===== config.mk =====
export PLATFORM = sky130hd
export DESIGN_NAME = nand_bbscan
export DESIGN_NICKNAME = d
export VERILOG_FILES = /design/src/rtl/nand_bbscan_pkg.sv /design/src/rtl/bbscan_walker.sv /design/src/rtl/bbscan_map.sv /design/src/rtl/nand_bbscan.sv
export SDC_FILE = /design/constraint.sdc
export NUM_CORES = 2
export LEC_CHECK = 0
export BUFFER_PORTS_ARGS = -buffer_cell sky130_fd_sc_hd__buf_2
export CORE_AREA = 2 2 263 265
export DETAILED_ROUTE_END_ITERATION = 6
export DIE_AREA = 0 0 265 267
export PLACE_DENSITY = 0.67
export SYNTH_ARGS = -nofsm -noshare
export SYNTH_HDL_FRONTEND = slang
export SYNTH_SLANG_ARGS = --single-unit

===== constraint.sdc =====
create_clock -name clk -period 6.2 [get_ports clk]
set_input_delay 0.93 -clock clk [delete_from_list [all_inputs] [get_ports clk]]
set_output_delay 0.93 -clock clk [all_outputs]
set_load 0.05 [all_outputs]

===== src/rtl/nand_bbscan_pkg.sv =====
package nand_bbscan_pkg;

   typedef enum logic [1:0] {
      ST_PG0  = 2'd0,
      ST_PG1  = 2'd1,
      ST_DONE = 2'd2
   } scan_st_e;

endpackage


===== src/rtl/bbscan_walker.sv =====
module bbscan_walker
   import nand_bbscan_pkg::*;
#(
   parameter int NUM_BLOCKS      = 512,
   parameter int PAGES_PER_BLOCK = 16,
   parameter int PAGE_BYTES      = 528,
   parameter int MARK_COL        = 517,
   parameter int DATA_W          = 8,
   parameter logic [DATA_W-1:0] GOOD_BYTE = '1,
   parameter bit EARLY_SKIP      = 1'b1,
   localparam int BLK_W = $clog2(NUM_BLOCKS),
   localparam int PG_W  = $clog2(PAGES_PER_BLOCK),
   localparam int COL_W = $clog2(PAGE_BYTES)
) (
   input  logic              clk,
   input  logic              rst_n,
   input  logic              start,
   output logic              rd_req,
   output logic [BLK_W-1:0]  rd_block,
   output logic [PG_W-1:0]   rd_page,
   output logic [COL_W-1:0]  rd_col,
   input  logic [DATA_W-1:0] rd_data,
   input  logic              rd_valid,
   output logic              hit_set,
   output logic [BLK_W-1:0]  hit_block,
   output logic              scan_done
);

   localparam logic [BLK_W-1:0] LAST_BLK = BLK_W'(NUM_BLOCKS - 1);

   scan_st_e           st_q;
   logic [BLK_W-1:0]   blk_q;
   logic               take;
   logic               byte_bad;
   logic               skip_pg1;
   logic               last_blk;

   assign take     = rd_req & rd_valid;
   assign byte_bad = (rd_data != GOOD_BYTE);
   assign last_blk = (blk_q == LAST_BLK);

   // variant: a marked first page may end the block early, or both pages are always read
   generate
      if (EARLY_SKIP) begin : g_skip
         assign skip_pg1 = byte_bad;
      end else begin : g_both
         assign skip_pg1 = 1'b0;
      end
   endgenerate

   always_ff @(posedge clk or negedge rst_n) begin
      if (!rst_n) begin
         st_q  <= ST_PG0;
         blk_q <= '0;
      end else if (start) begin
         st_q  <= ST_PG0;
         blk_q <= '0;
      end else if (take) begin
         if (st_q == ST_PG0 && !skip_pg1) begin
            st_q <= ST_PG1;
         end else if (last_blk) begin
            st_q <= ST_DONE;
         end else begin
            st_q  <= ST_PG0;
            blk_q <= blk_q + 1'b1;
         end
      end
   end

   assign rd_req    = (st_q != ST_DONE);
   assign rd_block  = blk_q;
   assign rd_page   = (st_q == ST_PG1) ? PG_W'(1) : '0;
   assign rd_col    = COL_W'(MARK_COL);
   assign hit_set   = take & byte_bad & ~start;
   assign hit_block = blk_q;
   assign scan_done = (st_q == ST_DONE);

endmodule


===== src/rtl/bbscan_map.sv =====
module bbscan_map #(
   parameter int NUM_BLOCKS = 512,
   localparam int BLK_W = $clog2(NUM_BLOCKS),
   localparam int CNT_W = $clog2(NUM_BLOCKS + 1)
) (
   input  logic             clk,
   input  logic             rst_n,
   input  logic             clr,
   input  logic             scan_set,
   input  logic [BLK_W-1:0] scan_blk,
   input  logic             ext_set,
   input  logic [BLK_W-1:0] ext_blk,
   input  logic             known,
   input  logic             lk_req,
   input  logic [BLK_W-1:0] lk_block,
   output logic             lk_ack,
   output logic             lk_bad,
   output logic             lk_unknown,
   output logic [CNT_W-1:0] count
);

   logic [NUM_BLOCKS-1:0] map_q;
   logic                  new_scan;
   logic                  new_ext;

   assign new_scan = scan_set & ~map_q[scan_blk];
   assign new_ext  = ext_set & ~map_q[ext_blk] & ~(scan_set && scan_blk == ext_blk);

   for (genvar i = 0; i < NUM_BLOCKS; i++) begin : g_bit
      always_ff @(posedge clk or negedge rst_n) begin
         if (!rst_n) begin
            map_q[i] <= 1'b0;
         end else if (clr) begin
            map_q[i] <= 1'b0;
         end else if ((scan_set && scan_blk == BLK_W'(i)) ||
                      (ext_set && ext_blk == BLK_W'(i))) begin
            map_q[i] <= 1'b1;
         end
      end
   end

   always_ff @(posedge clk or negedge rst_n) begin
      if (!rst_n) begin
         count <= '0;
      end else if (clr) begin
         count <= '0;
      end else begin
         count <= count + CNT_W'(new_scan) + CNT_W'(new_ext);
      end
   end

   always_ff @(posedge clk or negedge rst_n) begin
      if (!rst_n) begin
         lk_ack     <= 1'b0;
         lk_bad     <= 1'b0;
         lk_unknown <= 1'b0;
      end else begin
         lk_ack     <= lk_req;
         lk_bad     <= lk_req & known & map_q[lk_block];
         lk_unknown <= lk_req & ~known;
      end
   end

endmodule


===== src/rtl/nand_bbscan.sv =====
module nand_bbscan #(
   parameter int NUM_BLOCKS      = 512,
   parameter int PAGES_PER_BLOCK = 16,
   parameter int PAGE_BYTES      = 528,
   parameter int MARK_COL        = 517,
   parameter int DATA_W          = 8,
   parameter logic [DATA_W-1:0] GOOD_BYTE = '1,
   parameter bit EARLY_SKIP      = 1'b1,
   localparam int BLK_W = $clog2(NUM_BLOCKS),
   localparam int PG_W  = $clog2(PAGES_PER_BLOCK),
   localparam int COL_W = $clog2(PAGE_BYTES),
   localparam int CNT_W = $clog2(NUM_BLOCKS + 1)
) (
   input  logic              clk,
   input  logic              rst_n,
   input  logic              start,
   output logic              rd_req,
   output logic [BLK_W-1:0]  rd_block,
   output logic [PG_W-1:0]   rd_page,
   output logic [COL_W-1:0]  rd_col,
   input  logic [DATA_W-1:0] rd_data,
   input  logic              rd_valid,
   input  logic              mark_req,
   input  logic [BLK_W-1:0]  mark_block,
   input  logic              lk_req,
   input  logic [BLK_W-1:0]  lk_block,
   output logic              lk_ack,
   output logic              lk_bad,
   output logic              lk_unknown,
   output logic              busy,
   output logic              done,
   output logic [CNT_W-1:0]  bad_count
);

   generate
      if (NUM_BLOCKS < 2 || (NUM_BLOCKS & (NUM_BLOCKS - 1)) != 0) begin : g_err_blocks
         $error("NUM_BLOCKS must be a power of two of at least 2");
      end
      if (PAGES_PER_BLOCK < 2 || (PAGES_PER_BLOCK & (PAGES_PER_BLOCK - 1)) != 0) begin : g_err_pages
         $error("PAGES_PER_BLOCK must be a power of two of at least 2");
      end
      if (MARK_COL < 0 || MARK_COL >= PAGE_BYTES) begin : g_err_col
         $error("MARK_COL must lie inside the page");
      end
      if (DATA_W < 1) begin : g_err_data
         $error("DATA_W must be positive");
      end
   endgenerate

   logic             hit_set;
   logic [BLK_W-1:0] hit_block;
   logic             scan_done;
   logic [CNT_W-1:0] count;

   bbscan_walker #(
      .NUM_BLOCKS      (NUM_BLOCKS),
      .PAGES_PER_BLOCK (PAGES_PER_BLOCK),
      .PAGE_BYTES      (PAGE_BYTES),
      .MARK_COL        (MARK_COL),
      .DATA_W          (DATA_W),
      .GOOD_BYTE       (GOOD_BYTE),
      .EARLY_SKIP      (EARLY_SKIP)
   ) u_walk (
      .clk       (clk),
      .rst_n     (rst_n),
      .start     (start),
      .rd_req    (rd_req),
      .rd_block  (rd_block),
      .rd_page   (rd_page),
      .rd_col    (rd_col),
      .rd_data   (rd_data),
      .rd_valid  (rd_valid),
      .hit_set   (hit_set),
      .hit_block (hit_block),
      .scan_done (scan_done)
   );

   bbscan_map #(
      .NUM_BLOCKS (NUM_BLOCKS)
   ) u_map (
      .clk        (clk),
      .rst_n      (rst_n),
      .clr        (start),
      .scan_set   (hit_set),
      .scan_blk   (hit_block),
      .ext_set    (mark_req),
      .ext_blk    (mark_block),
      .known      (scan_done),
      .lk_req     (lk_req),
      .lk_block   (lk_block),
      .lk_ack     (lk_ack),
      .lk_bad     (lk_bad),
      .lk_unknown (lk_unknown),
      .count      (count)
   );

   assign done      = scan_done;
   assign busy      = ~scan_done;
   assign bad_count = scan_done ? count : '0;

endmodule


After elaboration in Yosys (flattened, before gate mapping)
Cells that the tools add are included.
Widths: inputs -> output; s select.
- word-level logic and storage cells: 4664
- register bits: 536
- input bits: 32
- output and inout bits: 39
- muxes and demuxes: 1041
- magnitude comparators: 3
- reductions and logical operators: 2056
- add/subtract/negate cells: 3
- eq/ne operators: 1029
- bitwise logic cells: 14
- operators with widths (cell ; count):
    $eq 9x9->1 const B ; 512
    $eq 9x8->1 const B ; 256
    $eq 9x7->1 const B ; 128
    $mux 1 ; 1028
    $logic_and 1x1->1 ; 1026
    $reduce_bool 2->1 ; 513
    $eq 9x6->1 const B ; 64
    $logic_or 1x1->1 ; 512
    $eq 9x5->1 const B ; 32
    $eq 9x4->1 const B ; 16
    $eq 9x3->1 const B ; 8
    $eq 9x2->1 const B ; 4
    $mux 9 ; 4
    $lt 9x10->1 const B ; 3
    $bmux 1 s9 ; 3
    $add 10x1->10 ; 2
    $mux 10 ; 2
    $eq 9x1->1 const B ; 2
    $logic_not 9->1 ; 2
    $add 9x1->9 const B ; 1
    $and 1x1->1 ; 9
    $eq 9x9->1 ; 1
    $mux 2 ; 4
    $ne 8x8->1 const B ; 1
    other kinds (7) ; 13

Depth between registers and ports, before layout
- depth in word-level cells: 9
- depth in mapped cells: 18
- gate-level depth less buffers: 13

Hierarchy
From an unflattened synthesis, not the netlist that was laid out.
- cells, all modules: 3149
- area, all modules: 35679.2 µm²
- by module, submodules not included (module ; instances ; area an instance (µm²) ; cells an instance ; seq. area each (µm²)):
    bbscan_map ; 1 ; 34712.0 ; 3037 ; 13137.6
    bbscan_walker ; 1 ; 889.6 ; 100 ; 275.3
    nand_bbscan ; 1 ; 77.6 ; 12 ; 0.0

Worst setup path before layout
Ideal clock, no wire load.
- path kind: reg-to-reg
- start: register u_walk.blk_q[0] (netlist: u_walk.hit_block[0])
- end: register u_map.count[5]
- period minus slack after synthesis: 3976 ps
- library setup time: 132 ps
- stages on the path, launching flop included: 15
- buffers on the path: 4
- data required time: 6068 ps
- arrival: 3844 ps
- setup slack: 2224 ps
- cells stage by stage: dfrtp_1 buf_6 buf_4 buf_4 buf_2 mux4_2 mux4_2 a211oi_1 a32oi_1 fa_1 inv_1 and3_1 nand3_1 xor2_1 nor2_1
- word-level cells in the longest chain between the ends: 7
- elaborated cells between the ends (all ways): 11
- those cells by class: add/sub: 2; eq/ne: 1; mux: 3; bitwise: 4; reduce/logical: 1
- ends and longest elaborated chain (what ; RTL line ; text):
    start: declaration ; bbscan_walker.sv:32 ; logic [BLK_W-1:0] blk_q;
    start signal: assignment ; bbscan_walker.sv:65 ; blk_q <= blk_q + 1'b1;
    $bmux 1 s9 ; bbscan_map.sv:26 ; assign new_scan = scan_set & ~map_q[scan_blk];
    $mux 1 (implied by the code) ; bbscan_map.sv:26 ;
    $not 1->1 ; bbscan_map.sv:26 ;
    $and 1x1->1 ; bbscan_map.sv:26 ;
    $add 10x1->10 ; bbscan_map.sv:48 ; count <= count + CNT_W'(new_scan) + CNT_W'(new_ext);
    $add 10x1->10 * ; bbscan_map.sv:48 ;
    $mux 10 * ; bbscan_map.sv:45 ; end else if (clr) begin
    end signal: assignment ; bbscan_map.sv:48 ;
    end: declaration ; bbscan_map.sv:19 ; output logic [CNT_W-1:0] count
Every way passes the cells marked *; elsewhere a longest branch is shown, timed or not. The select of a mux whose other input is x is not followed.
A chain may end at the register's enable or synchronous reset.

Worst setup path after layout
- start: input port mark_block[5]
- end: register u_map.count[7]
- word-level cells in the longest chain between the ends: 7
- elaborated cells between the ends (all ways): 10
- those cells by class: add/sub: 1; eq/ne: 1; mux: 3; bitwise: 4; reduce/logical: 1
- ends and longest elaborated chain (what ; RTL line ; text):
    start: declaration ; nand_bbscan.sv:24 ; input logic [BLK_W-1:0] mark_block,
    $bmux 1 s9 ; bbscan_map.sv:27 ; assign new_ext = ext_set & ~map_q[ext_blk] & ~(scan_set && scan_blk == ext_blk);
    $mux 1 (implied by the code) ; bbscan_map.sv:27 ;
    $not 1->1 ; bbscan_map.sv:27 ;
    $and 1x1->1 ; bbscan_map.sv:27 ;
    $and 1x1->1 * ; bbscan_map.sv:27 ;
    $add 10x1->10 * ; bbscan_map.sv:48 ;
    $mux 10 * ; bbscan_map.sv:45 ;
Marked as above.

==> flow_summary.ini <==
[outcome]
run_status = finished with violations
violated_checks = design-rule violations, max-capacitance violations, max-slew violations

[timing]
min_period_ns = 5.68
rsz0062_at_grt = false
finalHoldViolCount = 0
worst_hold_slack_ns = 0.307
worst_pin_slew_ns = 1.62
clock.fmax_ghz = 0.176
final.setup_skew_ns = 0.0318
timing.final.setup_violations = 0
setup_tns_ns = 0
slew_headroom = -0.0794
slew_violations = 5
finalCritPeriodShare = 0.916

[critical_path]
worstSetupPathType = in2reg
cp.buffers_inverters = 2
cp.required_ns = 6.72
worstPathArrival_ns = 6.20
worstReg2RegStart = u_walk.hit_block[0]$_DFFE_PN0P_
critical_path_depth = 14
r2r_cells = 13
critical_path.max_stage_delay_ns = 1.14
cp_slowest_cell = nor4b_1
worst_path_dominant_cell_family = simple AND/OR/NAND/NOR gates
critical-path-top-cell-by-count = nor2_1
launching_element_of_the_worst_setup_path = mark_block[5]
crit_path_cell_trace = buf_2 -> nand2b_1 -> nor2_1 -> nand4_1 -> a21oi_1 -> or4_1 -> nor4b_1 -> a32oi_1 -> fa_1 -> inv_1 -> and3_1 -> nand3_1 -> xor2_1 -> nor2_1
critPathMaxFanout = 17
endpoint_kind = flop
setup.worst_path.start_class = primary input

[synth]
ys_dominant_reg_cell = dfrtp_1
async_flop_share = 1.00
yosys_warnings = 0
synth_sequential_area_ratio = 0.389
synthCells = 3109
avg_inst_size_synth_um2 = 11.1
synth_edf_count = 0
netlist_top_cells_area = dfrtp_1, mux4_2, o22ai_1
largest_area_contributor_in_the_netlist = dfrtp_1
synthDominantCellAreaShare = 0.389
netlist-cell-type-count = 63
syn-cell-area_um2 = 34500
postSynthRegisterBits = 536

[floorplanning]
dieArea_um2 = 70800
fp.dieH_um = 267
floorplan.rows = 96
die_x_um = 265
core_area_um2 = 68000
initial_core_util = 0.507
boundaryPins = 71

[clock_network]
clock_tree.root_cell = clkbuf_16
clock_transition_at_the_register_clock_pins_on_the_worst_setup_and_hold_paths_after_cts_ns = 0.06
tritoncts.num_buffers = 59
max_root_sink_buffers = 3
worst_skew_pair.late_latency_ns = 0.67
ctsHtreeMaxLevel = 2
postCtsSetupBuffers = 0
post_cts_hold_buffer_count = 0
clkSinkCount = 536
clock_tree_from_tritoncts = yes
postCtsResizedCells = 0

[place]
hpwlAfterDp_um = 92000
globalplace.congestion = 1.02
number_of_buffers_added_on_ports = 57

[global_route]
largest_net_degree_at_the_start_of_global_routing = 193
wire_length_of_the_first_global_routing_pass_um = 222000
antenna_violations_before_repair = 14
gr-total-overflow = 0
first_global_vias = 32100
grt_use_total = 0.430

[pwr]
pwr-share-comb = 0.128
internal_power_uw = 6000
swShare = 0.289
seqPwrFrac = 0.423
power_density_nw_per_um2 = 223
power.static_leakage_uw = 0.0144
ir_drop_v = 0.000215
share_clk_of_total_power = 0.448
switchingPower_uw = 2440

[drt]
avgViaCountPerCell = 8.39
route.detailed.wl_per_inst_um = 38.8
initialDrtViolationCount = 6707
detail_route.first_pass.iterations = 7
route.antenna.remaining_nets = 0
drc_errors = 27
postRouteWirelength_um = 152000
vias = 32900

[final_layout]
flow.area_growth_from_synthesis_pct = 9.56
final_cell_mix = a21oi_1, dfrtp_1, o22ai_1
num-nets-final = 3029
layout.cells.most_common = a21oi_1
drive_gt1_frac = 0.247
layout.filler_cells = 5637

[flow_run]
max-cap-violations = 1

[hold_path]
hold_class = in2async
path summary, 6_finish.rpt:
check,to,slack [ns]
min in group clk,u_map.lk_ack$_DFF_PN0_,0.40
min reg2reg,u_map.count[9]$_DFF_PN0_,0.55
max reg2reg,u_map.count[7]$_DFF_PN0_,0.81
min,u_map.map_q[468]$_DFFE_PN0P_,0.31
max,u_map.count[7]$_DFF_PN0_,0.52
max in group asynchronous,u_map.map_q[194]$_DFFE_PN0P_,4.33
per-stage QoR:
stage               utilization  power (uW)  setup WS [ns]  cells  cell area (um^2)
global placement          0.525        4650          0.563   3809             35700
floorplan                     -        4230           2.22   3120             34500
detailed placement        0.525        4660          0.512   3809             35700
global route              0.555        8560          0.627   3918             37700
CTS                       0.555        8360          0.972   3917             37700
finish                    0.556        8440          0.518   3927             37800
area by class of cell:
class	instances	area, um^2	area share
multi-input combinational	2184	19600	0.518
sequential	536	13400	0.355
clock buffer	83	1770	0.0468
timing repair buffer	197	1580	0.0417
tap	882	1100	0.0292
clock inverter	25	273	0.00722
inverter	11	41.3	0.00109
antenna	9	22.5	0.000596
synthesized netlist by cell type, types with 3 or more instances:
cell,instances
clkbuf_1,267
and2_1,22
a31oi_1,13
o311ai_0,3
mux2_2,12
a21oi_1,534
a22oi_1,48
mux2i_1,121
mux4_2,373
xor2_1,16
nand2b_1,19
nand3b_1,4
nand4_1,18
buf_1,16
a221oi_1,6
and3_1,8
dfrtp_1,536
nand2_1,107
and4_1,4
o211ai_1,9
nand3_1,61
nor2_1,77
nor2b_1,24
xnor2_1,6
buf_4,47
o21ai_0,22
nor3_1,48
nor4b_1,5
a211oi_1,11
inv_1,9
a2111oi_0,9
or2_2,3
or3_1,6
buf_2,53
o22ai_1,521
buf_6,5
nor4_1,16
ha_1,7
o2111ai_1,3
o31ai_1,4
a32oi_1,4
routing by layer:
layer / track usage / share of wire / up-vias
met5: 0 / 0.00045 / -
met4: 0.312 / 0.094 / 12
met3: 0.219 / 0.18 / 1089
met2: 0.583 / 0.40 / 3625
met1: 0.524 / 0.32 / 16000
li1: - / - / 12200
sequential cells by signal, summed over array words and instances, names as in the netlist:
| name | count |
|---|---|
| u_map.count | 10 |
| u_map.lk_ack | 1 |
| u_map.lk_bad | 1 |
| u_map.lk_unknown | 1 |
| u_map.map_q | 512 |
| u_walk.hit_block | 9 |
| u_walk.st_q | 2 |
power groups by stage:
stage	logic, uW	clock network, uW	registers (uW)
global route	1090	3890	3570
finish	1080	3780	3570
CTS	1030	3760	3570
detailed placement	1030	0	3630
global placement	1020	0	3630
floorplan	632	0	3600
logic make-up (layout without fill, tap and decap cells):
kind of cell    Yosys count  after routing  share of synthesized area
mux                     506            506                      0.283
simple gates            431            431                     0.0625
xor+xnor                 22             22                    0.00559
buf+inv                 400            316                     0.0522
flops                   536            536                      0.389
compound gates         1204           1204                      0.205
other cells               2             22                   0.000218
fa+ha+maj                 8              8                    0.00312
Note: power is estimated with default switching activity, not from simulation.
